[src/rtl/ubf_pkg.sv]
package ubf_pkg;
  localparam int FRAME_W = 11;  // start + 8 data + parity + stop

  // Character frame, LSB goes out first: start(0), data LSB first, odd parity, stop(1)
  function automatic logic [FRAME_W-1:0] frame_of(input logic [7:0] b);
    return {1'b1, ~^b, b, 1'b0};
  endfunction
endpackage

[src/rtl/ubf_tick.sv]
module ubf_tick #(
  parameter int CLKS_PER_BIT = 16
) (
  input  logic clk,
  input  logic rst_n,
  input  logic en_i,
  output logic tick_o
);
  localparam int CNT_W = $clog2(CLKS_PER_BIT);

  logic [CNT_W-1:0] cnt_q, cnt_d;

  assign tick_o = en_i && (cnt_q == CNT_W'(CLKS_PER_BIT - 1));

  always_comb begin
    cnt_d = cnt_q;
    if (!en_i || tick_o) cnt_d = '0;
    else                 cnt_d = cnt_q + 1'b1;
  end

  always_ff @(posedge clk or negedge rst_n) begin
    if (!rst_n) cnt_q <= '0;
    else        cnt_q <= cnt_d;
  end

  // bit periods are never shorter than two clocks
  p_tick_spacing_r9: assert property (@(posedge clk) disable iff (!rst_n)
    tick_o |=> !tick_o);
endmodule

[src/rtl/ubf_arb.sv]
module ubf_arb #(
  parameter int N_BYTES = 3
) (
  input  logic                   clk,
  input  logic                   rst_n,
  input  logic                   baud_sel_i,
  input  logic                   irq_en_i,
  input  logic                   rd_req_i,
  input  logic [8*N_BYTES-2:0]   rd_data_i,
  input  logic                   irq_req_i,
  input  logic                   busy_i,
  output logic                   start_o,
  output logic [8*N_BYTES-1:0]   payload_o
);
  localparam int PAYLOAD_W = 8 * N_BYTES;

  logic                 rd_pend_q, rd_pend_d;
  logic                 irq_pend_q, irq_pend_d;
  logic [PAYLOAD_W-2:0] rd_hold_q, rd_hold_d;
  logic                 rd_acc, irq_acc, take_rd, take_irq;

  assign rd_acc   = rd_req_i && baud_sel_i;
  assign irq_acc  = irq_req_i && irq_en_i && baud_sel_i;
  assign start_o  = !busy_i && baud_sel_i && (rd_pend_q || irq_pend_q);
  assign take_rd  = start_o && rd_pend_q;
  assign take_irq = start_o && !rd_pend_q;

  // Flag in the top payload bit: 1 = read reply, 0 = interrupt
  assign payload_o = rd_pend_q ? {1'b1, rd_hold_q} : '0;

  always_comb begin
    rd_pend_d  = (rd_pend_q && !take_rd) || rd_acc;
    irq_pend_d = (irq_pend_q && !take_irq) || irq_acc;
    rd_hold_d  = rd_acc ? rd_data_i : rd_hold_q;
  end

  always_ff @(posedge clk or negedge rst_n) begin
    if (!rst_n) begin
      rd_pend_q  <= 1'b0;
      irq_pend_q <= 1'b0;
      rd_hold_q  <= '0;
    end else begin
      rd_pend_q  <= rd_pend_d;
      irq_pend_q <= irq_pend_d;
      rd_hold_q  <= rd_hold_d;
    end
  end

  // a read reply that wins the grant leaves the interrupt pending
  p_rd_first_r7: assert property (@(posedge clk) disable iff (!rst_n)
    (start_o && rd_pend_q && irq_pend_q) |=> irq_pend_q);
  // a disabled interrupt cannot become pending
  p_irq_gate_r5: assert property (@(posedge clk) disable iff (!rst_n)
    (!irq_pend_q && !irq_en_i) |=> !irq_pend_q);
  // slow rate accepts no read request
  p_slow_drop_r6: assert property (@(posedge clk) disable iff (!rst_n)
    (!rd_pend_q && !baud_sel_i) |=> !rd_pend_q);
endmodule

[src/rtl/ubf_shift.sv]
module ubf_shift
  import ubf_pkg::*;
#(
  parameter int N_BYTES    = 3,
  parameter int BREAK_BITS = 11
) (
  input  logic                 clk,
  input  logic                 rst_n,
  input  logic                 start_i,
  input  logic [8*N_BYTES-1:0] payload_i,
  input  logic                 tick_i,
  output logic                 busy_o,
  output logic                 tx_o
);
  localparam int PAYLOAD_W = 8 * N_BYTES;
  localparam int HDR_BITS  = BREAK_BITS + 1;
  localparam int PKT_BITS  = HDR_BITS + FRAME_W * N_BYTES;
  localparam int IDX_W     = $clog2(PKT_BITS);

  logic [PKT_BITS-1:0] load_vec, sh_q, sh_d;
  logic [IDX_W-1:0]    idx_q, idx_d;
  logic                busy_q, busy_d;

  assign load_vec[HDR_BITS-1:0] = {1'b1, {BREAK_BITS{1'b0}}};

  for (genvar j = 0; j < N_BYTES; j++) begin : g_frame
    assign load_vec[HDR_BITS + FRAME_W*j +: FRAME_W] =
      frame_of(payload_i[PAYLOAD_W-1-8*j -: 8]);
  end

  always_comb begin
    sh_d   = sh_q;
    idx_d  = idx_q;
    busy_d = busy_q;
    if (start_i && !busy_q) begin
      sh_d   = load_vec;
      idx_d  = '0;
      busy_d = 1'b1;
    end else if (busy_q && tick_i) begin
      if (idx_q == IDX_W'(PKT_BITS - 1)) begin
        busy_d = 1'b0;
      end else begin
        sh_d  = {1'b1, sh_q[PKT_BITS-1:1]};
        idx_d = idx_q + 1'b1;
      end
    end
  end

  always_ff @(posedge clk or negedge rst_n) begin
    if (!rst_n) begin
      sh_q   <= '1;
      idx_q  <= '0;
      busy_q <= 1'b0;
    end else begin
      sh_q   <= sh_d;
      idx_q  <= idx_d;
      busy_q <= busy_d;
    end
  end

  assign busy_o = busy_q;
  assign tx_o   = busy_q ? sh_q[0] : 1'b1;

  // break bits are low
  p_break_low_r1: assert property (@(posedge clk) disable iff (!rst_n)
    (busy_q && int'(idx_q) < BREAK_BITS) |-> !tx_o);
  // one high bit between break and first frame
  p_gap_high_r8: assert property (@(posedge clk) disable iff (!rst_n)
    (busy_q && int'(idx_q) == BREAK_BITS) |-> tx_o);
  // start bits low, stop bits high
  p_start_low_r2: assert property (@(posedge clk) disable iff (!rst_n)
    (busy_q && int'(idx_q) >= HDR_BITS && (int'(idx_q) - HDR_BITS) % FRAME_W == 0) |-> !tx_o);
  p_stop_high_r2: assert property (@(posedge clk) disable iff (!rst_n)
    (busy_q && int'(idx_q) >= HDR_BITS && (int'(idx_q) - HDR_BITS) % FRAME_W == FRAME_W - 1) |-> tx_o);
  // a packet ends only after its last bit
  p_full_length_r9: assert property (@(posedge clk) disable iff (!rst_n)
    $fell(busy_q) |-> ($past(idx_q) == IDX_W'(PKT_BITS - 1)));
endmodule

[src/rtl/ubf_tx.sv]
module ubf_tx #(
  parameter int CLKS_PER_BIT = 16,
  parameter int N_BYTES      = 3,
  parameter int BREAK_BITS   = 11
) (
  input  logic                 clk,
  input  logic                 rst_n,
  input  logic                 baud_sel_i,
  input  logic                 irq_en_i,
  input  logic                 rd_req_i,
  input  logic [8*N_BYTES-2:0] rd_data_i,
  input  logic                 irq_req_i,
  output logic                 tx_o,
  output logic                 busy_o
);
  localparam int PAYLOAD_W = 8 * N_BYTES;

  logic                 rst_meta_q, rst_sync_q;
  logic                 start, tick, busy;
  logic [PAYLOAD_W-1:0] payload;

  // asynchronous assertion, synchronous release
  always_ff @(posedge clk or negedge rst_n) begin
    if (!rst_n) begin
      rst_meta_q <= 1'b0;
      rst_sync_q <= 1'b0;
    end else begin
      rst_meta_q <= 1'b1;
      rst_sync_q <= rst_meta_q;
    end
  end

  ubf_arb #(.N_BYTES(N_BYTES)) u_arb (
    .clk        (clk),
    .rst_n      (rst_sync_q),
    .baud_sel_i (baud_sel_i),
    .irq_en_i   (irq_en_i),
    .rd_req_i   (rd_req_i),
    .rd_data_i  (rd_data_i),
    .irq_req_i  (irq_req_i),
    .busy_i     (busy),
    .start_o    (start),
    .payload_o  (payload)
  );

  ubf_tick #(.CLKS_PER_BIT(CLKS_PER_BIT)) u_tick (
    .clk    (clk),
    .rst_n  (rst_sync_q),
    .en_i   (busy),
    .tick_o (tick)
  );

  ubf_shift #(.N_BYTES(N_BYTES), .BREAK_BITS(BREAK_BITS)) u_shift (
    .clk       (clk),
    .rst_n     (rst_sync_q),
    .start_i   (start),
    .payload_i (payload),
    .tick_i    (tick),
    .busy_o    (busy),
    .tx_o      (tx_o)
  );

  assign busy_o = busy;

  // every packet start follows a cycle with the fast rate selected
  p_fast_only_r6: assert property (@(posedge clk) disable iff (!rst_sync_q)
    $rose(busy_o) |-> $past(baud_sel_i));
endmodule

[config.mk]
export PLATFORM = sky130hd
export DESIGN_NAME = ubf_tx
export DESIGN_NICKNAME = d
export VERILOG_FILES = /design/src/rtl/ubf_pkg.sv /design/src/rtl/ubf_tick.sv /design/src/rtl/ubf_arb.sv /design/src/rtl/ubf_shift.sv /design/src/rtl/ubf_tx.sv
export SDC_FILE = /design/constraint.sdc
export NUM_CORES = 1
export LEC_CHECK = 0
export BUFFER_PORTS_ARGS = -buffer_cell sky130_fd_sc_hd__buf_4
export CORE_AREA = 2 2 152 95
export CTS_CLUSTER_DIAMETER = 30
export CTS_CLUSTER_SIZE = 28
export DETAILED_ROUTE_END_ITERATION = 16
export DIE_AREA = 0 0 154 97
export PLACE_DENSITY_LB_ADDON = 0.15
export REMOVE_ABC_BUFFERS = 1
export SKIP_LAST_GASP = 1
export SLEW_MARGIN = 20
export SYNTH_ARGS = -nofsm -noshare
export SYNTH_HDL_FRONTEND = slang
export SYNTH_HIERARCHICAL = 1
export SYNTH_SLANG_ARGS = --single-unit
export TNS_END_PERCENT = 10
[constraint.sdc]
create_clock -name clk -period 5.78 [get_ports clk]
set_input_delay 0 -clock clk [delete_from_list [all_inputs] [get_ports clk]]
set_output_delay 0 -clock clk [all_outputs]
set_load 0.02 [all_outputs]
Yosys cells after proc, flatten, opt, wreduce, memory -nomap -nowiden:

Cells that the tools add are included.

* register bits after elaboration: 83
* output and inout port bits: 2
* word-level logic and storage cells: 53
* bits of input ports: 29

* add/sub/neg operators: 2
* equal/unequal tests: 3
* reductions and logical operators: 27
* multiplexer cells: 12

Operator list (number)
* $mux W45: 3
* $mux W24: 1
* $reduce_xnor A8 Y1: 3
* $mux W6: 3
* $logic_and A1 B1 Y1: 12
* $add A6 B1 Y6 const B: 1
* $eq A6 B6 Y1 const B: 1
* $add A4 B1 Y4 const B: 1
* $eq A4 B4 Y1 const B: 1
* $logic_not A1 Y1: 4
* $logic_or A1 B1 Y1: 4
* $mux W1: 4
* $mux W4: 1
* $reduce_and A2 Y1: 2
* $reduce_bool A2 Y1: 2
* $ne A2 B1 Y1 const B: 1

Logic depth before layout (Yosys ltp):

Gate-level depths: netlist of run 1.

* word-level depth: 7
* mapped depth: 9
* mapped depth without buffers: 7

Modules after synthesis:

The synthesis of run 1 kept the hierarchy.

By module, submodules not included
* ubf_shift: seq. area each 1331.3 um^2, area each 2555.0 um^2, times used 1, cells each 260
* ubf_arb: seq. area each 625.6 um^2, area each 1184.9 um^2, times used 1, cells each 83
* ubf_tick: seq. area each 100.1 um^2, area each 173.9 um^2, times used 1, cells each 15
* ubf_tx: seq. area each 50.0 um^2, area each 53.8 um^2, times used 1, cells each 3

Worst setup path after synthesis of run 1:

Ideal clock, no wire load.

* kind: register -> register
* from: reg u_shift.busy_q (netlist: u_shift/busy_o)
* to: reg u_shift.sh_q[14]
* arrival: 1.703 ns
* buffers on the path: 2
* slack: 4.017 ns
* period minus slack after synthesis: 1.763 ns
* stages on the path, launching flop included: 8
* setup time: 0.060 ns
* required time: 5.720 ns
* cell sequence: dfrtp_1 > nor2b_1 > o21a_1 > nor2b_1 > clkbuf_1 > clkbuf_1 > a22o_1 > a21o_1

* word-level cells in the longest chain between the ends: 6
* elaborated cells between the ends (all ways): 10
* classes of those cells: eq/ne (1); mux (1); reduce/logical (8)

RTL lines
* start, declared: line ubf_shift.sv:22 `logic busy_q, busy_d;`
* start signal, assigned: line ubf_shift.sv:57 `busy_q <= busy_d;`
* $logic_not A1 Y1 *: line ubf_arb.sv:24 `assign start_o = !busy_i && baud_sel_i && (rd_pend_q || irq_pend_q);`
* $logic_and A1 B1 Y1 * (2 in series): line ubf_arb.sv:24
* named net start: line ubf_tx.sv:19 `logic start, tick, busy;`
* $logic_and A1 B1 Y1 *: line ubf_shift.sv:35 `if (start_i && !busy_q) begin`
* $ne A2 B1 Y1 (no line) / $reduce_bool A2 Y1 (equally long branches)
* $reduce_and A2 Y1 (no line)
* end signal, assigned: line ubf_shift.sv:51 `sh_q <= '1;`
* end signal, assigned: line ubf_shift.sv:55 `sh_q <= sh_d;`
* end, declared: line ubf_shift.sv:20 `logic [PKT_BITS-1:0] load_vec, sh_q, sh_d;`

Mark *: on every way through the listed nets, which the timed path passes. The rest lies on a longest branch.
A chain may end at the register's enable or synchronous reset.

Worst setup path in the final report of run 1:

* from: reg u_arb.rd_pend_q
* to: reg u_shift.sh_q[42]

* word-level cells in the longest chain between the ends: 5
* elaborated cells between the ends (all ways): 8
* classes of those cells: eq/ne (1); mux (2); reduce/logical (5)

RTL lines
* start, declared: line ubf_arb.sv:17 `logic rd_pend_q, rd_pend_d;`
* start signal, assigned: line ubf_arb.sv:43 `rd_pend_q <= rd_pend_d;`
* $logic_or A1 B1 Y1 *: line ubf_arb.sv:24
* $logic_and A1 B1 Y1 *: line ubf_arb.sv:24
* named net start: line ubf_tx.sv:19
* $logic_and A1 B1 Y1 *: line ubf_shift.sv:35
* $ne A2 B1 Y1 (no line) / $reduce_bool A2 Y1 (equally long branches)
* $reduce_and A2 Y1 (no line)

Marks and branches as above.

==> Flow_metrics.wiki, run 1 <==
{| class="wikitable"
! Metric !! Value
|-
| Residual overflow from global routing || 0
|-
| Number of antenna violations at the first check in global routing || 0
|-
| Worst path arrival time || 2.95 ns
|-
| Setup tns final || 0 ns
|-
| Total via count after detailed routing || 2641
|-
| Maximum buffer depth of the clock tree || 2
|-
| ANT cells || 0
|-
| Antenna violation net count after detailed routing || 0
|-
| Number of global-route vias before repair || between 2000 and 3000
|-
| Result of the run || finished clean
|-
| Wire length of the first global-routing pass || roughly 14000 um
|-
| Routability congestion estimate || 0.7033
|-
| CP Data Required Time || 6.04 ns
|-
| Ys async rst share || 100.0%
|-
| Sequential-to-total area share from yosys stat || 53.11%
|-
| Yosys warning total || 6
|-
| Horiz. Die Dim || 154 um
|-
| Worst vdd rail ir drop || around 160 uV
|-
| DRT iter0 DRCs || 132
|-
| Worst-skew pair later-pin latency || roughly 0.33 ns
|-
| Detail-routed via count per cell || ~4.5
|-
| Longest individual stage delay on the worst path || between 0.9 and 1 ns
|-
| Fraction of synthesized cell area taken by the top area cell type || between 20 and 30%
|-
| Final setup violation count || 0
|-
| Achievable Freq || 372.0 MHz
|-
| Clock skew || between 0.006 and 0.007 ns
|-
| Buffers on Ports || 30
|-
| Die Height || 97 um
|-
| Cells after synthesis || between 300 and 400
|-
| Average routed wire per standard cell || 13.37 um
|-
| Count of final max-slew check failures || 0
|-
| Slowest cell on the critical path || dfrtp_1
|-
| Worst reg2reg path depth || 5
|-
| Kind of start point of the critical path || register
|-
| Actual slew at the worst max-slew pin || between 0.8 and 0.9 ns
|-
| Worst Path Max Fanout || 28
|-
| R2r setup slk || between 3 and 4 ns
|-
| Maximum number of pins on one net before global-route repair || 60
|-
| Combined area of all synthesized cells || 3968 um^2
|-
| Static Leakage || 2.139 nW
|-
| Synth area leader || dfstp_2
|-
| Start of the worst register-to-register path || u_arb/rd_pend_q
|-
| Total global-route track usage || 11.50%
|-
| RR Endpoint || u_shift/sh_q[42]
|-
| Worst setup path class || reg2reg
|-
| Max-slew headroom || 41.65%
|-
| Synth-to-Final Area Change || 22.20%
|-
| Max Cap Viol || 0
|-
| Time the worst path needs with I/O delays and setup || between 2 and 3 ns
|-
| Fin nets || 443
|-
| # H-tree levels || 3
|-
| Final worst-path setup slack || ~3 ns
|-
| Number of enable-type register cells in the synthesized netlist || 0
|-
| Fin Hold WS || 0.1652 ns
|-
| Crit end category || register
|-
| Mean instance size in the synthesized netlist || 10.99 um^2
|-
| Final worst-path cycle share || 46.51%
|-
| Ys flop type || dfstp_2
|-
| Area enclosed by the die boundary || 14940 um^2
|-
| Main area contributors after synthesis || dfstp_2 29%, dfrtp_1 24%, mux2_4 7.2%
|-
| Num ports || 31
|-
| Number of placement rows || 33
|-
| Routed Wire Length || 7904 um
|-
| Clock slew at the register clock pins of the worst setup and hold paths || 0.06 ns
|-
| Detailed placement HPWL || 4785 um
|-
| Number of buffers added by the clock tree synthesis step || 9
|-
| Min-Delay Path Class || in2reg
|-
| Placement Setup Slack || 3.064 ns
|-
| Final routed DRC violation total || 0
|-
| Number of synthesized register bits || 82
|-
| Root Driver || clkbuf_16
|-
| Final hold violation count || 0
|-
| CTS resizes || 0
|-
| Fraction of final layout cells with drive strength greater than 1 || 30.29%
|-
| Critical path, cell by cell || o21a_1, nor2b_2, buf_4, nor2_1, a21o_1
|-
| Pre-antenna DRT Iters || 4
|-
| Unrepaired setup endpoints after global routing || false
|-
| Starting utilization of the core area || 29.57%
|-
| Number of library cell types mapped by synthesis || 45
|-
| Clk sinks || 82
|-
| Power per Cell Area || approximately 460 nW/um^2
|-
| CP startpoint || u_arb/rd_pend_q
|-
| Capture point of the worst path || u_shift/sh_q[42]
|-
| TritonCTS clock tree || built
|-
| Placeable core area || ~13000 um^2
|}
-- sequential cells by signal (all words and copies together) (netlist names) --
signal / flops
u_tick/cnt_q: 4
u_arb/rd_pend_q: 1
u_shift/busy_o: 1
u_arb/irq_pend_q: 1
rst_sync_q: 1
u_arb/rd_hold_q: 23
rst_meta_q: 1
u_shift/idx_q: 6
u_shift/sh_q: 44
-- worst min path at each step --
stage                     from         endpoint  slack, ns  cells after the start
floorplan                rst_n       rst_meta_q      -0.30                      0
global placement         rst_n       rst_meta_q      -0.22                      1
detailed placement       rst_n       rst_meta_q      -0.22                      1
CTS                 baud_sel_i  u_arb/rd_pend_q       0.13                      3
global route        baud_sel_i  u_arb/rd_pend_q       0.18                      3
finish              baud_sel_i  u_arb/rd_pend_q       0.17                      3
-- Yosys cell counts (4+ instances only) --
library cell and n:
nand3_1 17, nor2_1 23, nand2_1 52, o21ai_1 4
inv_1 7, dfrtp_1 38, and2_1 23, buf_6 7
mux2_4 19, o22ai_1 4, a22o_1 8, a21oi_1 26
o21ai_0 4, xnor2_1 22, dfstp_2 44, mux2_2 4
a21o_1 9, clkbuf_1 6, nor3_1 4
-- power by group --
| part | switching, mW | internal, mW |
|---|---|---|
| registers | 0.161 | 0.893 |
| clock network | 0.233 | 0.316 |
| logic | 0.302 | 0.334 |
-- per-layer routing --
| metal | GRT usage [%] | vias up | routed length [um] |
|---|---|---|---|
| met5 | 0 | - | 0 |
| met3 | 3.495 | 6 | 228 |
| li1 | - | 1323 | - |
| met4 | 3.666 | 0 | 78 |
| met1 | 17.60 | 1279 | 4567 |
| met2 | 15.14 | 33 | 3029 |
-- per-stage QoR --
| step | cells | area [um^2] | utilization [%] | total power [mW] |
|---|---|---|---|---|
| after floorplan | 339 | 3806 | - | 1.527 |
| after global placement | 548 | 4287 | 31.94 | 1.677 |
| after detailed placement | 548 | 4287 | 31.94 | 1.687 |
| after CTS | 591 | 4848 | 36.13 | 2.277 |
| after global routing | 591 | 4848 | 36.13 | 2.413 |
| final | 591 | 4848 | 36.13 | 2.240 |
-- critical path: cells and delay by family, from the launching register on --
family	cells	cell delay, ns
AND/OR/NAND/NOR	2	0.82
flip-flops	1	0.91
AO/OA/AOI/OAI	2	0.52
buffers and inverters	1	0.36
-- logic make-up (layout without fill, tap and decap cells) --
group                    Yosys count  after routing  share of synthesized area, %
multiplexers                      23             23                         8.325
buffers and inverters             29             84                         4.730
AND/OR/NAND/NOR                  132            132                         15.77
adder cells (fa/ha/maj)            3              3                        0.9462
flip-flops                        82             82                         53.11
XOR/XNOR                          25             25                         5.519
other                              1              1                       0.09452
AO/OA/AOI/OAI                     66             66                         11.51
-- placed cells by master, fill, tap and decap left out, drive strengths merged, types with 4 or more instances in the layout --
cell type    count
nand2           53
dfstp           44
dfrtp           38
buf             34
dlygate4sd3     27
a21oi           26
and2            23
nor2            23
mux2            23
xnor2           22
nand3           18
clkbuf          11
a21o             9
a22o             8
o21ai            8
inv              7
o22ai            4
nor3             4
clkinv           4
-- layout make-up --
class,count,area (um^2)
clock buffers,11,252.7
fillers,1345,8571
flip-flops and latches,82,2111
clock inverters,5,38.79
multi-input cells,250,1675
inverters,7,26.28
repair buffers,61,525.5
well taps,175,219.0
-- what timing repair did --
action	CTS	global route
endpoints found under the setup margin	0	0
hold buffers	27	0
setup buffers	0	0
endpoints found under the hold margin	26	0
Note: power is estimated with default switching activity, not from simulation.
==> run 2, diff against run 1 <==
Clock period 5.78 ns to 2.5 ns, I/O delays scaled along.
==> Flow_metrics.wiki, run 2 (synthesized netlist as in run 1, its figures left out) <==
{| class="wikitable"
! Metric !! Value
|-
| Result of the run || finished clean
|-
| Flip-flop count of the largest register, all copies and words added || 44
|-
| Setup Fix Bufs, Post-CTS || 0
|-
| Starting utilization of the core area || 29.57%
|-
| Final worst-path setup slack || between 0.3 and 0.4 ns
|-
| Register bank with the most flops || u_shift/sh_q
|-
| Buffers on Ports || 30
|-
| Maximum number of pins on one net before global-route repair || 48
|-
| Die Height || 97 um
|-
| Worst vdd rail ir drop || just under 400 uV
|-
| Pre-antenna DRT Iters || 4
|-
| Final hold violation count || 0
|-
| Global-route met2 utilization || 17.04%
|-
| Worst-skew pair later-pin latency || ~0.33 ns
|-
| Max Cap Viol || 0
|-
| Root Driver || clkbuf_16
|-
| Area enclosed by the die boundary || between 10000 and 15000 um^2
|-
| Antenna violation net count after detailed routing || 0
|-
| Final worst-path cycle share || 87.21%
|-
| Residual overflow from global routing || 0
|-
| ANT cells || 0
|-
| Power per Cell Area || approximately 1100 nW/um^2
|-
| Worst path arrival time || approximately 2.4 ns
|-
| Overall power || 5.258 mW
|-
| Total global-route track usage || between 10% and 20%
|-
| CP Data Required Time || ~2.7 ns
|-
| Fin Hold WS || 0.07643 ns
|-
| Most common cell after layout, fill and taps aside || nand2_1
|-
| Average routed wire per standard cell || roughly 13 um
|-
| Clk sinks || 82
|-
| Kind of start point of the critical path || register
|-
| Number of antenna violations at the first check in global routing || 0
|-
| Time the worst path needs with I/O delays and setup || between 2 and 2.5 ns
|-
| Routability congestion estimate || 0.7147
|-
| Clock skew || 0.007777 ns
|-
| Most used routing layer in global routing || met2
|-
| Min-Delay Path Class || in2reg
|-
| Maximum buffer depth of the clock tree || 2
|-
| Final routed DRC violation total || 0
|-
| # H-tree levels || 3
|-
| Static Leakage || 2.193 nW
|-
| Worst setup path class || reg2reg
|-
| Fin nets || 449
|-
| Detail-routed via count per cell || around 4.4
|-
| Synth-to-Final Area Change || 24.50%
|-
| Commonest cells after routing, fill and taps aside || 52 x nand2_1, 44 x dfstp_2, 37 x buf_4, 37 x dfrtp_1, 27 x dlygate4sd3_1
|-
| Achievable Freq || approximately 460 MHz
|-
| Actual slew at the worst max-slew pin || 0.8281 ns
|-
| Count of final max-slew check failures || 0
|-
| Placement Setup Slack || approximately 0.53 ns
|-
| Number of placement rows || 33
|-
| DRT iter0 DRCs || between 100 and 150
|-
| Detailed placement HPWL || 4893 um
|-
| Fillers || about 1300
|-
| Number of buffers added by the clock tree synthesis step || 9
|-
| Max-slew headroom || 44.60%
|-
| Routed Wire Length || 7934 um
|-
| Final setup violation count || 0
|-
| Unrepaired setup endpoints after global routing || false
|-
| Horiz. Die Dim || between 150 and 200 um
|-
| Biggest registers after layout || u_shift/sh_q: 44 flops, u_arb/rd_hold_q: 23 flops, u_shift/idx_q: 6 flops
|-
| Final core utilization || a little under two fifths
|-
| R2r setup slk || roughly 0.32 ns
|-
| Worst Path Max Fanout || 26
|-
| Fraction of final layout cells with drive strength greater than 1 || 30.81%
|-
| Wire length of the first global-routing pass || 13810 um
|-
| TritonCTS clock tree || built
|-
| Num ports || 31
|-
| Number of global-route vias before repair || 2795
|-
| Global routing usage on met3 || 3.539%
|-
| Crit end category || register
|-
| Met1 GRT Util || 16.29%
|-
| Placeable core area || 13420 um^2
|-
| Clock slew at the register clock pins of the worst setup and hold paths || 0.06 ns
|-
| Total via count after detailed routing || 2656
|}
-- run 2: changes by cell type in the layout (fill, tap and decap cells not counted), sizes merged --
cell	previous run	this run
clkinv	4	2
clkinvlp	1	0
clkbuf	11	13
buf	34	40
bufinv	0	1
-- run 2: through the flow --
stage / TNS [ns] / instances / instance area [um^2]
2_1_floorplan: -1.819 / 339 / 3806
4_1_cts: 0 / 597 / 4940
6_report: 0 / 597 / 4940
3_3_place_gp: 0 / 554 / 4369
5_1_grt: 0 / 597 / 4940
3_5_place_dp: 0 / 554 / 4369
-- run 2: final cells by class --
type                       instances  area, um^2  share of cell area (%)
sequential                        82        2111                   42.73
timing repair buffer              67       608.1                   12.31
tap                              175       219.0                   4.433
clock inverter                     3       40.04                  0.8105
multi-input combinational        250        1675                   33.92
clock buffer                      13       260.3                   5.268
inverter                           7       26.28                  0.5319
-- run 2: per-layer routing --
metal / up-vias / share of wire, %
li1: 1333 / -
met1: 1279 / 54
met2: 35 / 42
met3: 9 / 3.2
met4: 0 / 1.3
met5: - / 0
-- run 2: critical path, stage by stage (launching register included) --
cell and delay, ns:
dfrtp_1 0.66, buf_4 0.29, or3b_1 0.36, a32o_1 0.20, dlygate4sd3_1 0.55
-- run 2: what timing repair did --
item                      CTS  global route
hold buffers               27             0
resized for setup           0             0
hold endpoints to repair   26             0
-- run 2: final timing paths --
path                            cells past startpoint                 end            start
worst min register to register                      0  u_arb/rd_hold_q[4]       rst_sync_q
worst max-delay path                                4    u_arb/irq_pend_q  u_arb/rd_pend_q
worst max register to register                      4    u_arb/irq_pend_q  u_arb/rd_pend_q
max in group asynchronous                           1    u_shift/sh_q[32]       rst_sync_q
worst min-delay path                                3     u_arb/rd_pend_q       baud_sel_i
min in group asynchronous                           0  u_arb/rd_hold_q[4]       rst_sync_q
-- run 2: report_power, final --
part           internal, mW  leakage (nW)  switching (mW)
registers              2.07         0.904           0.358
clock network         0.825         0.150           0.502
logic                 0.803          1.14           0.705
total                  3.69          2.19            1.56
